[config.mk]
export PLATFORM = sky130hd
export DESIGN_NAME = ring_station
export DESIGN_NICKNAME = d
export VERILOG_FILES = /design/src/rtl/ring_pkg.sv /design/src/rtl/ring_ctrl.sv /design/src/rtl/ring_pktq.sv /design/src/rtl/ring_regfile.sv /design/src/rtl/ring_datapath.sv /design/src/rtl/ring_station.sv
export SDC_FILE = /design/constraint.sdc
export NUM_CORES = 1
export LEC_CHECK = 0
export CAP_MARGIN = 20
export CORE_ASPECT_RATIO = 2
export CORE_MARGIN = 2
export CORE_UTILIZATION = 30
export CTS_BUF_LIST = sky130_fd_sc_hd__clkbuf_16
export DETAILED_ROUTE_END_ITERATION = 8
export SYNTH_ARGS = -nofsm -noshare
export SYNTH_HDL_FRONTEND = slang
export SYNTH_SLANG_ARGS = --single-unit
[constraint.sdc]
create_clock -name clk -period 5.08 [get_ports clk]
set_input_delay 0.508 -clock clk [delete_from_list [all_inputs] [get_ports clk]]
set_output_delay 0.508 -clock clk [all_outputs]
set_load 0.03 [all_outputs]
[src/rtl/ring_pkg.sv]
package ring_pkg;
  localparam int CMD_W = 3;

  localparam logic [CMD_W-1:0] CMD_IDLE  = 3'd0;
  localparam logic [CMD_W-1:0] CMD_WRREQ = 3'd1;
  localparam logic [CMD_W-1:0] CMD_RDREQ = 3'd2;
  localparam logic [CMD_W-1:0] CMD_RDRSP = 3'd3;
  localparam logic [CMD_W-1:0] CMD_WRRSP = 3'd4;

  // receive-side strobes, acted on at the falling edge
  typedef struct packed {
    logic capHdr;
    logic capHi;
    logic pushOrig;
    logic pushResp;
  } rxStrobe_t;

  // transmit-side strobes, acted on at the rising edge
  typedef struct packed {
    logic loadHdr;
    logic loadHi;
    logic loadLo;
    logic drvIdle;
  } txStrobe_t;
endpackage

[src/rtl/ring_ctrl.sv]
module ring_ctrl
  import ring_pkg::*;
(
  input  logic      clk,
  input  logic      rstN,
  input  logic      cmdNz,
  input  logic      qEmpty,
  output rxStrobe_t rxStb,
  output txStrobe_t txStb
);
  logic [1:0] rxCnt;
  logic       respStage;
  logic [1:0] txCnt;

  always_comb begin
    rxStb.capHdr   = (rxCnt == 2'd0) && cmdNz;
    rxStb.capHi    = (rxCnt == 2'd1);
    rxStb.pushOrig = (rxCnt == 2'd2);
    rxStb.pushResp = respStage;
  end

  always_ff @(negedge clk or negedge rstN) begin
    if (!rstN) begin
      rxCnt     <= 2'd0;
      respStage <= 1'b0;
    end else begin
      respStage <= rxStb.pushOrig;
      case (rxCnt)
        2'd0:    rxCnt <= cmdNz ? 2'd1 : 2'd0;
        2'd1:    rxCnt <= 2'd2;
        default: rxCnt <= 2'd0;
      endcase
    end
  end

  always_comb begin
    txStb.loadHdr = (txCnt == 2'd0) && !qEmpty;
    txStb.loadHi  = (txCnt == 2'd1);
    txStb.loadLo  = (txCnt == 2'd2);
    txStb.drvIdle = (txCnt == 2'd3) || ((txCnt == 2'd0) && qEmpty);
  end

  always_ff @(posedge clk or negedge rstN) begin
    if (!rstN) txCnt <= 2'd0;
    else begin
      case (txCnt)
        2'd0:    txCnt <= qEmpty ? 2'd0 : 2'd1;
        2'd1:    txCnt <= 2'd2;
        2'd2:    txCnt <= 2'd3;
        default: txCnt <= 2'd0;
      endcase
    end
  end

  // beats of one packet are taken in order
  a_r1_hi_after_hdr: assert property (@(negedge clk) disable iff (!rstN)
    rxStb.capHi |-> $past(rxStb.capHdr));
  a_r1_lo_after_hi: assert property (@(negedge clk) disable iff (!rstN)
    rxStb.pushOrig |-> $past(rxStb.capHi));
  // a response push only ever follows the push of its request
  a_r2_resp_after_orig: assert property (@(negedge clk) disable iff (!rstN)
    rxStb.pushResp |-> $past(rxStb.pushOrig));
  // the gap beat never starts a packet
  a_r8_gap_beat: assert property (@(posedge clk) disable iff (!rstN)
    (txCnt == 2'd3) |-> (txStb.drvIdle && !txStb.loadHdr));
endmodule

[src/rtl/ring_pktq.sv]
module ring_pktq #(
  parameter int W     = 48,
  parameter int DEPTH = 4
) (
  input  logic         clk,
  input  logic         rstN,
  input  logic         push,
  input  logic [W-1:0] pushData,
  input  logic         pop,
  output logic [W-1:0] headData,
  output logic         empty,
  output logic         overflow
);
  localparam int PTR_W = $clog2(DEPTH);
  localparam logic [PTR_W:0] DEPTH_P = (PTR_W+1)'(DEPTH);

  logic [W-1:0]   mem [DEPTH];
  logic [PTR_W:0] wrPtr;
  logic [PTR_W:0] rdPtr;
  logic           full;

  assign empty = (wrPtr == rdPtr);
  assign full  = (wrPtr[PTR_W] != rdPtr[PTR_W]) &&
                 (wrPtr[PTR_W-1:0] == rdPtr[PTR_W-1:0]);
  assign headData = mem[rdPtr[PTR_W-1:0]];

  always_ff @(negedge clk) begin
    if (push && !full) mem[wrPtr[PTR_W-1:0]] <= pushData;
  end

  always_ff @(negedge clk or negedge rstN) begin
    if (!rstN) begin
      wrPtr    <= '0;
      overflow <= 1'b0;
    end else if (push) begin
      if (full) overflow <= 1'b1;
      else      wrPtr    <= wrPtr + 1'b1;
    end
  end

  always_ff @(posedge clk or negedge rstN) begin
    if (!rstN)              rdPtr <= '0;
    else if (pop && !empty) rdPtr <= rdPtr + 1'b1;
  end

  // occupancy never exceeds the depth
  a_r10_no_overrun: assert property (@(posedge clk) disable iff (!rstN)
    (wrPtr - rdPtr) <= DEPTH_P);
  // the overflow flag is sticky
  a_r10_sticky: assert property (@(negedge clk) disable iff (!rstN)
    overflow |=> overflow);
endmodule

[src/rtl/ring_regfile.sv]
module ring_regfile #(
  parameter int              DATA_W   = 32,
  parameter int              NREGS    = 8,
  parameter logic [DATA_W-1:0] ID_VALUE = 32'h5EED0001
) (
  input  logic                     clk,
  input  logic                     rstN,
  input  logic                     we,
  input  logic [$clog2(NREGS)-1:0] idx,
  input  logic [DATA_W-1:0]        wdata,
  output logic [DATA_W-1:0]        rdata,
  output logic [DATA_W-1:0]        wbData
);
  localparam int IDX_W = $clog2(NREGS);

  logic [DATA_W-1:0] store [NREGS];

  always_ff @(negedge clk or negedge rstN) begin
    if (!rstN) begin
      for (int i = 0; i < NREGS; i++) store[i] <= (i == 0) ? ID_VALUE : '0;
    end else if (we && (idx != '0)) begin
      store[idx] <= wdata;
    end
  end

  assign rdata  = store[idx];
  assign wbData = (idx == IDX_W'(0)) ? store[0] : wdata;

  // the identity register keeps its value
  a_r6_id_kept: assert property (@(negedge clk) disable iff (!rstN)
    store[0] == ID_VALUE);
endmodule

[src/rtl/ring_datapath.sv]
module ring_datapath
  import ring_pkg::*;
#(
  parameter int RING_W   = 16,
  parameter int ADDR_W   = 10,
  parameter int WIN_BASE = 'h040,
  parameter int WIN_REGS = 8,
  parameter int QDEPTH   = 4,
  parameter logic [2*RING_W-1:0] ID_VALUE = 32'h5EED0001
) (
  input  logic              clk,
  input  logic              rstN,
  input  logic [RING_W-1:0] ringIn,
  input  rxStrobe_t         rxStb,
  input  txStrobe_t         txStb,
  output logic [RING_W-1:0] ringOut,
  output logic              qEmpty,
  output logic              overflow,
  output logic              cmdNz
);
  localparam int DATA_W = 2 * RING_W;
  localparam int PKT_W  = 3 * RING_W;
  localparam int IDX_W  = $clog2(WIN_REGS);
  localparam logic [ADDR_W-1:0] BASE_A = ADDR_W'(WIN_BASE);
  localparam logic [ADDR_W-1:0] SPAN_A = ADDR_W'(WIN_REGS);

  logic [RING_W-1:0] hdrQ, hiQ;
  logic [CMD_W-1:0]  hdrCmd;
  logic [ADDR_W-1:0] hdrAddr, offset;
  logic              isLocal, isWr, isRd;
  logic [DATA_W-1:0] rdata, wbData, respData;
  logic [PKT_W-1:0]  respQ, qData, headData;
  logic              respValid, qPush;

  assign cmdNz   = ringIn[RING_W-1 -: CMD_W] != CMD_IDLE;
  assign hdrCmd  = hdrQ[RING_W-1 -: CMD_W];
  assign hdrAddr = hdrQ[ADDR_W-1:0];
  assign offset  = hdrAddr - BASE_A;
  assign isLocal = (hdrAddr >= BASE_A) && (offset < SPAN_A);
  assign isWr    = hdrCmd == CMD_WRREQ;
  assign isRd    = hdrCmd == CMD_RDREQ;

  always_ff @(negedge clk or negedge rstN) begin
    if (!rstN) begin
      hdrQ <= '0;
      hiQ  <= '0;
    end else begin
      if (rxStb.capHdr) hdrQ <= ringIn;
      if (rxStb.capHi)  hiQ  <= ringIn;
    end
  end

  ring_regfile #(.DATA_W(DATA_W), .NREGS(WIN_REGS), .ID_VALUE(ID_VALUE)) u_regs (
    .clk(clk), .rstN(rstN),
    .we(rxStb.pushOrig && isLocal && isWr),
    .idx(offset[IDX_W-1:0]),
    .wdata({hiQ, ringIn}),
    .rdata(rdata), .wbData(wbData)
  );

  assign respData = isWr ? wbData : rdata;

  always_ff @(negedge clk or negedge rstN) begin
    if (!rstN) begin
      respQ     <= '0;
      respValid <= 1'b0;
    end else if (rxStb.pushOrig) begin
      respQ     <= {(isWr ? CMD_WRRSP : CMD_RDRSP), hdrQ[RING_W-CMD_W-1:0], respData};
      respValid <= isLocal && (isWr || isRd);
    end
  end

  assign qPush = rxStb.pushOrig || (rxStb.pushResp && respValid);
  assign qData = rxStb.pushOrig ? {hdrQ, hiQ, ringIn} : respQ;

  ring_pktq #(.W(PKT_W), .DEPTH(QDEPTH)) u_q (
    .clk(clk), .rstN(rstN), .push(qPush), .pushData(qData),
    .pop(txStb.loadLo), .headData(headData), .empty(qEmpty), .overflow(overflow)
  );

  always_ff @(posedge clk or negedge rstN) begin
    if (!rstN)              ringOut <= '0;
    else if (txStb.loadHdr) ringOut <= headData[PKT_W-1 -: RING_W];
    else if (txStb.loadHi)  ringOut <= headData[DATA_W-1 -: RING_W];
    else if (txStb.loadLo)  ringOut <= headData[RING_W-1:0];
    else                    ringOut <= '0;
  end

  // output held at zero through reset
  a_r11_reset_out: assert property (@(negedge clk)
    !rstN |-> (ringOut == '0));
  // unsupported commands never arm a response
  a_r7_no_resp: assert property (@(negedge clk) disable iff (!rstN)
    (rxStb.pushOrig && !isWr && !isRd) |=> !respValid);
endmodule

[src/rtl/ring_station.sv]
module ring_station #(
  parameter int RING_W   = 16,
  parameter int ADDR_W   = 10,
  parameter int WIN_BASE = 'h040,
  parameter int WIN_REGS = 8,
  parameter int QDEPTH   = 4,
  parameter logic [2*RING_W-1:0] ID_VALUE = 32'h5EED0001
) (
  input  logic              clk,
  input  logic              rstN,
  input  logic [RING_W-1:0] ringIn,
  output logic [RING_W-1:0] ringOut,
  output logic              overflow
);
  import ring_pkg::*;

  rxStrobe_t rxStb;
  txStrobe_t txStb;
  logic      cmdNz, qEmpty;

  ring_ctrl u_ctrl (
    .clk(clk), .rstN(rstN), .cmdNz(cmdNz), .qEmpty(qEmpty),
    .rxStb(rxStb), .txStb(txStb)
  );

  ring_datapath #(
    .RING_W(RING_W), .ADDR_W(ADDR_W), .WIN_BASE(WIN_BASE),
    .WIN_REGS(WIN_REGS), .QDEPTH(QDEPTH), .ID_VALUE(ID_VALUE)
  ) u_dp (
    .clk(clk), .rstN(rstN), .ringIn(ringIn), .rxStb(rxStb), .txStb(txStb),
    .ringOut(ringOut), .qEmpty(qEmpty), .overflow(overflow), .cmdNz(cmdNz)
  );
endmodule

; Yosys cells after proc, flatten, opt, wreduce, memory -nomap -nowiden
; Memories as Yosys holds them, arrays and structs flattened.
; Index checks and enable logic that the tools add are counted.
[classes]
n_reduce_logical = 23
div = 0
multipliers = 0
n_addsub = 3
magnitude_cmp = 4
shift = 0
bitwise = 2
n_mux = 19
n_eq_ne = 9
[op_table]
columns = cell, n
row1 = $bwmux W256, 1
row2 = $mux W32, 5
row3 = $bmux W32 S3, 1
row4 = $demux W32 S3, 1
row5 = $mux W16, 3
row6 = $mux W48, 1
row7 = $logic_and A1 B1 Y1, 12
row8 = $ge A10 B7 Y1 const B, 1
row9 = $lt A10 B4 Y1 const B, 1
row10 = $sub A10 B7 Y10 const B, 1
row11 = $add A3 B1 Y3 const B, 2
row12 = $pmux W2 S3, 1
row13 = $reduce_bool A3 Y1, 2
row14 = $eq A2 B1 Y1 const B, 2
row15 = $eq A2 B2 Y1 const B, 2
row16 = $ge A4 B4 Y1 const B, 1
row17 = $logic_not A2 Y1, 2
row18 = $lt A4 B1 Y1 const B, 1
row19 = $mux W1, 4
row20 = $not A3 Y4, 1
row21 = $pmux W2 S2, 1
row22 = $reduce_and A2 Y1, 2
row23 = $eq A3 B1 Y1 const B, 1
row24 = $eq A3 B2 Y1 const B, 1
row25 = 8 further kinds, 10
[totals]
register_bits = 365
mem_bits_ro = 0
mem_count = 1
ramBits = 192
latchBits = 0
elab_cells = 80
[memory_table]
columns = name, depth, width, read_ports, rd_ports_with_merged_regs, wr, line_no
row1 = u_dp.u_q.mem, 4, 48, 1, 0, 1, ring_pktq.sv:17  ; logic [W-1:0] mem [DEPTH];

; Depth between registers and ports, before layout
; Gate-level depths: netlist (run 1).
[depth]
depth_word = 7
mapped_depth = 9

; Cells and area by module
; A second synthesis (run 1) with hierarchy kept.
[unflattened]
hier_cells = 1650
area_unflattened_um2 = 24618.6
[by_module_without_submodules]
columns = module, instances, area_each_um2, seq_area_each_um2, cells_each
row1 = ring_regfile, 1, 12473.2, 6421.2, 929
row2 = ring_pktq, 1, 7459.7, 5940.7, 302
row3 = ring_datapath, 1, 4438.0, 2402.3, 401
row4 = ring_ctrl, 1, 247.7, 125.1, 18

==> flow_metrics.py, run 1 <==
metrics = {
    "status": {
        "status": "finished, final reports clean",
    },
    "setup_path": {
        "cp_slowest_cell": "clkdlybuf4s50_1",
        "startpoint_type": "flop",
        "reg2regPathDepth": 4,
        "required_ns": 4.57,
        "r2r-start": "u_dp.u_q.rdPtr[0]",
        "critPathBufInv": 1,
        "critPathKind": "reg2out",
        "cp_slowest_stage_delay_ns": 0.67,
        "critPathLaunch": "u_dp.u_q.overflow",
        "crit_end": "overflow",
        "cp_max_fo": 2,
        "end_kind": "primary output",
        "r2r_slack_ns": 0.46,
        "cp.depth": 1,
        "crit_chain": "clkdlybuf4s50_1",
        "cp.arrival_ns": 4.19,
        "path_delay_family": "buffers and inverters",
        "regToRegEndpoint": "u_dp.u_q.mem[0][22]",
    },
    "synth": {
        "post_synth_instance_area_sq_um": 23700,
        "synth_edf_count": 192,
        "synth_warnings": 0,
        "ys_ff_latch": 556,
        "synth_top_area_share_pct": 34.9,
        "synth.distinct_cells": 50,
        "synth_common_cells": "dfrtn_1 (331), mux2_2 (272), edfxtp_1 (192)",
        "yosysMostFrequentCell": "dfrtn_1",
        "synthArstFlopShare_pct": 65.5,
        "synth_top_area_cell": "dfrtn_1",
        "synth_flop_cell": "dfrtn_1",
        "synth_nets": 1659,
        "synth_cells": 1633,
        "synth_seq_area_share_pct": 62.7,
        "synth_area_leaders": "dfrtn_1 (35%), edfxtp_1 (24%), mux2_2 (13%), mux2i_1 (4.3%), mux4_2 (3.4%)",
        "avgSynthCellArea_sq_um": 14.5,
    },
    "floorplan": {
        "die_w_microns": 203,
        "pin_count": 35,
        "die_h_microns": 402,
        "dieArea_sq_um": 81500,
        "coreArea_sq_um": 78200,
        "rows": 145,
        "start_util_pct": 30.4,
    },
    "finish": {
        "instances_no_fill": 2881,
        "design_area_sq_um": 27700,
        "drive_gt1_share_pct": 27.8,
        "syn_to_final_growth_pct": 16.8,
        "fillers": 7398,
        "fin_nets": 1841,
        "diodes": 0,
        "final_util_pct": 35.5,
    },
    "power": {
        "power.share.clock_pct": 29.5,
        "internal_power_mw": 9.76,
        "power_density_nw_per_um2": 548,
        "p_switching_mw": 5.43,
        "power_leakage_nw": 12.4,
        "swShare_pct": 35.8,
        "vdd_drop_max_mv": 0.241,
        "p_total_mw": 15.2,
        "comb_power_share_pct": 29.7,
        "pwr-share-seq_pct": 40.7,
    },
    "drt": {
        "first_pass_iters": 4,
        "drt-total-wl_mm": 60.7,
        "num_vias": 14200,
        "drc": 0,
        "post_drt_wl_per_cell_microns": 21.1,
        "drtAntennaViolNets": 0,
        "vias_per_cell": 4.92,
        "drt_iter0_drc": 775,
    },
    "global_route": {
        "grt_pass1_wl_mm": 93.3,
        "grt_max_degree": 66,
        "top_usage_layer": "met2",
        "antenna_found_initial": 1,
        "grt_use_met1_pct": 15.9,
        "overflow": 0,
        "grt_usage_pct": 14.9,
        "grt_util_met2_pct": 28.7,
        "grt_pass1_vias": 15500,
        "grt_use_met3_pct": 1.71,
    },
    "timing": {
        "fin_worst_skew_ns": 0.0743,
        "fin_ws_ns": 0.381,
        "hold_slack_ns": 0.300,
        "final_hold_viol_count": 0,
        "slew_violations": 0,
        "rsz0062_at_grt": "no",
        "setup_viol": 0,
        "finalSetupTns_ns": 0,
        "slew_headroom_pct": 28.9,
        "tightestPinTransition_ns": 1.07,
    },
    "clock_tree": {
        "clk_pin_slew_ns": 0.08,
        "root_buffer": "clkbuf_16",
        "clk_latency_ns": 0.63,
        "post_cts_buffers": 0,
        "clock-sinks": 556,
        "clockBufferDepth": 3,
        "cts_hold_buffers": 0,
        "postCtsResizedCells": 0,
        "cts_htree_levels": 2,
        "cts_buffers": 46,
        "cts_tree": "done",
    },
    "run": {
        "maxCapViolCount": 0,
    },
    "placement": {
        "dp_hpwl_mm": 38.1,
        "place.port_buffers": 34,
        "post-place-ws_ns": 0.361,
        "place_area_sq_um": 25300,
        "dp_cells": 2593,
        "place_congestion": 0.757,
    },
    "min_path": {
        "hold_class": "in2async",
    },
}
[routing by layer]
layer | part of all wire [%] | vias up
met3 | 3.3 | 98
li1 | - | 6339
met5 | 0.012 | -
met1 | 37 | 7465
met2 | 55 | 278
met4 | 4.2 | 2
[final cells by class]
type	instances	area (sq um)	area share, %
tap	1029	1290	4.64
multi-input combinational	896	8180	29.5
clock buffer	52	1300	4.69
sequential	556	14900	53.7
clock inverter	237	1100	3.99
timing repair buffer	97	906	3.27
inverter	14	52.6	0.190
[logic make-up (layout without fill, tap and decap cells)]
logic type,Yosys count,in the layout,share of synthesized area [%]
flops,556,556,62.7
mux,446,446,22.8
compound gates,220,220,6.77
simple gates,213,213,3.84
buf+inv,181,400,3.12
xor+xnor,9,9,0.332
fa+ha+maj,8,8,0.422
[cells in the final DEF, fill, tap and decap left out, types with 20 or more instances in the layout]
cell and n:
dfrtn_1 331, mux2_2 272, inv_1 221, edfxtp_1 192
nand2_1 176, mux2i_1 103, buf_4 56, clkbuf_16 52
mux4_2 36, clkdlybuf4s50_1 33, mux2_4 30, a21oi_1 30
a22oi_1 30, o22ai_1 28, a22o_1 27, o32ai_1 24
o211ai_1 24, dfrtp_1 20
[flip-flops by register name (all words and copies together), names as in the netlist, 2 cells and up]
signal,flops
u_dp.u_q.wrPtr,3
u_dp.respQ,47
u_dp.u_q.rdPtr,3
u_dp.u_q.mem,192
u_ctrl.rxCnt,2
u_dp.hiQ,16
u_dp.u_regs.store,256
u_ctrl.txCnt,2
u_dp.hdrQ,16
u_dp.ringOut,16
[worst min path at each step]
stage	end	start	cells after the start	slack, ns
after floorplan	u_ctrl.txCnt[0]	rstN	0	0.21
after global placement	u_dp.u_regs.store[227]	u_dp.u_regs.store[227]	0	0.34
after detailed placement	u_dp.u_regs.store[225]	u_dp.u_regs.store[225]	0	0.34
after CTS	u_dp.ringOut[6]	rstN	2	0.33
after global routing	u_dp.u_regs.store[227]	u_dp.u_regs.store[227]	0	0.35
final	u_dp.ringOut[6]	rstN	2	0.30
[power groups by stage]
stage | Clock [mW] | Combinational, mW | Sequential (mW)
after floorplan | 0.239 | 3.05 | 6.05
after global placement | 0.239 | 4.49 | 6.21
final | 4.48 | 4.52 | 6.19
after detailed placement | 0.239 | 4.56 | 6.25
after CTS | 4.60 | 4.58 | 6.18
after global routing | 4.86 | 4.85 | 6.26
Note: power is estimated with default switching activity, not from simulation.
==> run 2: changes to the inputs <==
--- a/config.mk
+++ b/config.mk
@@ -14,3 +14,4 @@
 export SYNTH_ARGS = -nofsm -noshare
 export SYNTH_HDL_FRONTEND = slang
 export SYNTH_SLANG_ARGS = --single-unit
+export TNS_END_PERCENT = 10
==> run 2 against run 1 <==
- clock-buffer cell count is 3 lower
- core utilization is 0.30 points lower
- sequential power hardly changed
- critical endpoint unchanged
==> flow_metrics.py, run 2 (same netlist as run 1, synthesis figures left out) <==
metrics = {
    "run": {
        "maxCapViolCount": 0,
    },
    "timing": {
        "fin_worst_skew_ns": 0.0755,
        "slew_violations": 0,
        "slew_headroom_pct": 29.3,
        "rsz0062_at_grt": "no",
        "setup_viol": 0,
        "final_hold_viol_count": 0,
        "finalSetupTns_ns": 0,
        "tightestPinTransition_ns": 1.06,
    },
    "setup_path": {
        "cp_slowest_stage_delay_ns": 0.67,
        "cp_max_fo": 2,
        "critPathKind": "reg2out",
        "r2r-start": "u_dp.u_q.rdPtr[0]",
        "crit_chain": "clkdlybuf4s50_1",
        "end_kind": "primary output",
        "cp_slowest_cell": "clkdlybuf4s50_1",
        "cp.arrival_ns": 4.19,
        "critPathBufInv": 1,
        "startpoint_type": "flop",
        "critPathLaunch": "u_dp.u_q.overflow",
        "path_delay_family": "buffers and inverters",
        "required_ns": 4.57,
    },
    "min_path": {
        "hold_class": "in2async",
    },
    "drt": {
        "post_drt_wl_per_cell_microns": 20.8,
        "drc": 0,
        "num_vias": 14000,
        "drt_iter0_drc": 775,
        "first_pass_iters": 5,
        "drtAntennaViolNets": 0,
        "drt-total-wl_mm": 59.7,
        "vias_per_cell": 4.87,
    },
    "placement": {
        "place.port_buffers": 34,
        "place_congestion": 0.742,
        "dp_cells": 2586,
        "dp_hpwl_mm": 37.3,
    },
    "finish": {
        "largest_reg_flops": 256,
        "final_cell_mix": "dfrtn_1 (331), mux2_2 (272), inv_1 (227)",
        "instances_no_fill": 2877,
        "regMostFlops": "u_dp.u_regs.store",
        "mostFrequentLayoutCell": "dfrtn_1",
        "drive_gt1_share_pct": 27.1,
        "diodes": 0,
        "syn_to_final_growth_pct": 15.8,
        "fin_nets": 1835,
    },
    "global_route": {
        "overflow": 0,
        "grt_usage_pct": 14.8,
        "grt_pass1_wl_mm": 91.8,
        "grt_pass1_vias": 15300,
        "antenna_found_initial": 3,
        "grt_max_degree": 69,
    },
    "clock_tree": {
        "clock-sinks": 556,
        "postCtsResizedCells": 0,
        "clk_pin_slew_ns": 0.08,
        "cts_tree": "done",
        "post_cts_buffers": 0,
        "cts_hold_buffers": 0,
        "root_buffer": "clkbuf_16",
        "clockBufferDepth": 3,
        "cts_buffers": 47,
        "cts_htree_levels": 2,
        "clk_latency_ns": 0.65,
    },
    "status": {
        "status": "finished, final reports clean",
    },
    "power": {
        "power_density_nw_per_um2": 537,
        "power_leakage_nw": 12.3,
        "vdd_drop_max_mv": 0.237,
    },
    "floorplan": {
        "coreArea_sq_um": 78200,
        "dieArea_sq_um": 81500,
        "die_h_microns": 402,
        "rows": 145,
        "start_util_pct": 30.4,
        "pin_count": 35,
        "die_w_microns": 203,
    },
}
-- run 2: path summary, 6_finish.rpt --
check | to | slack (ns) | cells past startpoint
max | overflow | 0.38 | 1
min | u_dp.ringOut[10] | 0.16 | 2
max reg2reg | u_dp.u_q.mem[1][6] | 0.47 | 4
min reg2reg | u_dp.u_regs.store[229] | 0.35 | 0
max in group asynchronous | u_dp.u_regs.store[249] | 1.95 | 2
min in group clk | u_dp.u_regs.store[229] | 0.35 | 0
-- run 2: worst reg2reg max path, delay by kind of cell, from the launching register on --
family	cells	cell delay, ns
AOI/OAI and AO/OA	1	0.48
xor gates and xnor gates	1	0.18
buffers and inverters	1	0.25
DFF	1	0.48
and+or+nand+nor	1	0.27
-- run 2: report_power, final --
part           leakage [nW]  switching, mW  internal [mW]
Sequential             6.53          0.516           5.67
Clock                  1.83           2.08           1.99
Combinational          3.97           2.80           1.72
-- run 2: per-stage QoR --
stage	area, sq um	total power [mW]	setup slack [ns]	utilization, %	hold slack [ns]
after floorplan	23700	9.35	-0.267	-	0.212
after global placement	25300	10.9	0.107	32.3	0.340
after detailed placement	25300	11.1	0.153	32.3	0.347
after CTS	27500	14.9	0.350	35.2	0.177
after global routing	27500	15.6	0.329	35.2	0.222
final	27500	14.8	0.378	35.2	0.164
-- run 2: final cells by class --
class / count / area [sq um]
repair buffers: 90 / 866
clock buffers: 49 / 1230
inverters: 14 / 52.6
well taps: 1029 / 1290
flip-flops and latches: 556 / 14900
fillers: 7479 / 50700
multi-input cells: 896 / 8180
clock inverters: 243 / 983
-- run 2: per-layer routing --
metal / track usage [%] / up-vias / routed length, microns
met5: 0 / - / 36
met4: 7.48 / 6 / 2650
met3: 1.89 / 116 / 1850
met2: 28.3 / 278 / 32800
met1: 15.7 / 7273 / 22400
li1: - / 6327 / -
==> run 3: changes to the inputs <==
--- a/config.mk
+++ b/config.mk
@@ -7,10 +7,12 @@
 export LEC_CHECK = 0
 export CAP_MARGIN = 20
 export CORE_ASPECT_RATIO = 2
-export CORE_MARGIN = 2
+export CORE_MARGIN = 4
 export CORE_UTILIZATION = 30
 export CTS_BUF_LIST = sky130_fd_sc_hd__clkbuf_16
 export DETAILED_ROUTE_END_ITERATION = 8
+export MAX_ROUTING_LAYER = met4
+export SLEW_MARGIN = 20
 export SYNTH_ARGS = -nofsm -noshare
 export SYNTH_HDL_FRONTEND = slang
 export SYNTH_SLANG_ARGS = --single-unit
==> run 3 against run 2 <==
- clock skew rose by 0.0021 ns
- global-route usage rose by 0.44 points
- first-iteration DRC count rose by 17%
- sequential share of layout area fell by 0.16 points
- total power rose by 1.5%
- hold slack improved by 0.15 ns
==> flow_metrics.py, run 3 (same netlist as run 1, synthesis figures left out) <==
metrics = {
    "clock_tree": {
        "postCtsResizedCells": 0,
        "cts_tree": "done",
        "clk_pin_slew_ns": 0.09,
        "clk_latency_ns": 0.63,
        "clock-sinks": 556,
        "cts_hold_buffers": 0,
        "root_buffer": "clkbuf_16",
        "cts_buffers": 46,
        "cts_htree_levels": 2,
        "post_cts_buffers": 0,
        "clockBufferDepth": 3,
    },
    "global_route": {
        "antenna_found_initial": 1,
        "grt_usage_pct": 15.2,
        "overflow": 0,
        "grt_pass1_wl_mm": 95.2,
        "grt_pass1_vias": 15600,
        "grt_max_degree": 65,
    },
    "finish": {
        "fillers": 7557,
        "fin_nets": 1840,
        "final_cell_mix": "dfrtn_1 (331), mux2_2 (272), inv_1 (222)",
        "syn_to_final_growth_pct": 16.1,
        "largest_reg_flops": 256,
        "final_util_pct": 35.2,
        "seqCellArea_sq_um": 14900,
        "regMostFlops": "u_dp.u_regs.store",
        "drive_gt1_share_pct": 27.8,
        "multiInputGateArea_sq_um": 8190,
        "mostFrequentLayoutCell": "dfrtn_1",
    },
    "drt": {
        "num_vias": 14200,
        "drt-total-wl_mm": 61.7,
        "first_pass_iters": 5,
        "drtAntennaViolNets": 0,
        "vias_per_cell": 4.95,
        "drt_iter0_drc": 906,
        "post_drt_wl_per_cell_microns": 21.4,
        "drc": 0,
    },
    "timing": {
        "fin_worst_skew_ns": 0.0776,
        "setup_viol": 0,
        "final_hold_viol_count": 0,
        "fin_ws_ns": 0.384,
        "tightestPinTransition_ns": 1.02,
        "slew_headroom_pct": 32.1,
        "finalSetupTns_ns": 0,
        "slew_violations": 0,
        "rsz0062_at_grt": "no",
    },
    "placement": {
        "place.port_buffers": 34,
        "post-place-ws_ns": 0.231,
        "dp_hpwl_mm": 38.8,
        "place_congestion": 0.797,
    },
    "floorplan": {
        "coreArea_sq_um": 78400,
        "die_h_microns": 406,
        "dieArea_sq_um": 84000,
        "start_util_pct": 30.3,
        "die_w_microns": 207,
        "rows": 145,
        "pin_count": 35,
    },
    "setup_path": {
        "required_ns": 4.57,
        "critPathKind": "reg2out",
        "cp.arrival_ns": 4.19,
        "cp_slowest_stage_delay_ns": 0.67,
        "critPathBufInv": 1,
        "path_delay_family": "buffers and inverters",
        "crit_chain": "clkdlybuf4s50_1",
        "cp_max_fo": 2,
        "end_kind": "primary output",
        "cp_slowest_cell": "clkdlybuf4s50_1",
        "startpoint_type": "flop",
    },
    "power": {
        "p_total_mw": 15.0,
        "power_density_nw_per_um2": 544,
        "power_leakage_nw": 12.4,
        "vdd_drop_max_mv": 0.289,
    },
    "run": {
        "maxCapViolCount": 0,
    },
    "status": {
        "status": "finished, final reports clean",
    },
    "min_path": {
        "hold_class": "in2async",
    },
}
-- run 3: cell types whose count changed in the layout (fill, tap and decap cells not counted), moves of 5 or more --
| cell | change |
|---|---|
| buf_4 | +8 |
| inv_1 | -5 |
| clkinv_2 | +5 |
| clkinv_1 | -7 |
-- run 3: power breakdown --
group / internal [mW] / switching [mW] / total, mW
registers: 5.67 / 0.520 / 6.19
clock network: 2.12 / 2.10 / 4.22
logic: 1.72 / 2.87 / 4.59
-- run 3: final cells by class --
cell class	instances	area share, %
repair buffers	96	3.21
flip-flops and latches	556	54.0
inverters	14	0.191
well taps	1029	4.67
clock inverters	238	3.66
diodes	2	0.0182
multi-input cells	896	29.7
clock buffers	50	4.54
-- run 3: worst register-to-register path: stages (launching register included) --
cell     delay [ns]
dfrtp_4        0.48
xnor2_1        0.17
a32oi_1        0.50
and2_2         0.38
buf_12         0.27
-- run 3: path summary, 6_finish.rpt --
path	end	cells past startpoint	start	slack [ns]
min in group clk	u_dp.u_regs.store[255]	0	u_dp.u_regs.store[255]	0.34
setup reg to reg	u_dp.u_q.mem[0][6]	4	u_dp.u_q.rdPtr[0]	0.40
hold reg to reg	u_dp.u_regs.store[255]	0	u_dp.u_regs.store[255]	0.34
setup / recovery	overflow	1	u_dp.u_q.overflow	0.38
max in group asynchronous	u_dp.u_regs.store[242]	2	rstN	1.83
hold / removal	u_dp.ringOut[8]	2	rstN	0.32
-- run 3: layer usage --
metal  wire length (microns)  track usage [%]  up-vias
li1                        -                -     6363
met1                   22900             16.1     7469
met2                   33800             28.2      286
met3                    1870             1.57      130
met4                    3090             6.98        0
met5                       0                -        -
-- run 3: stage by stage --
step	instances	hold WS (ns)	cell area [sq um]
floorplan	1633	0.212	23700
global placement	2592	0.342	25300
detailed placement	2592	0.344	25300
CTS	2879	0.344	27600
global route	2880	0.356	27600
finish	2881	0.316	27600
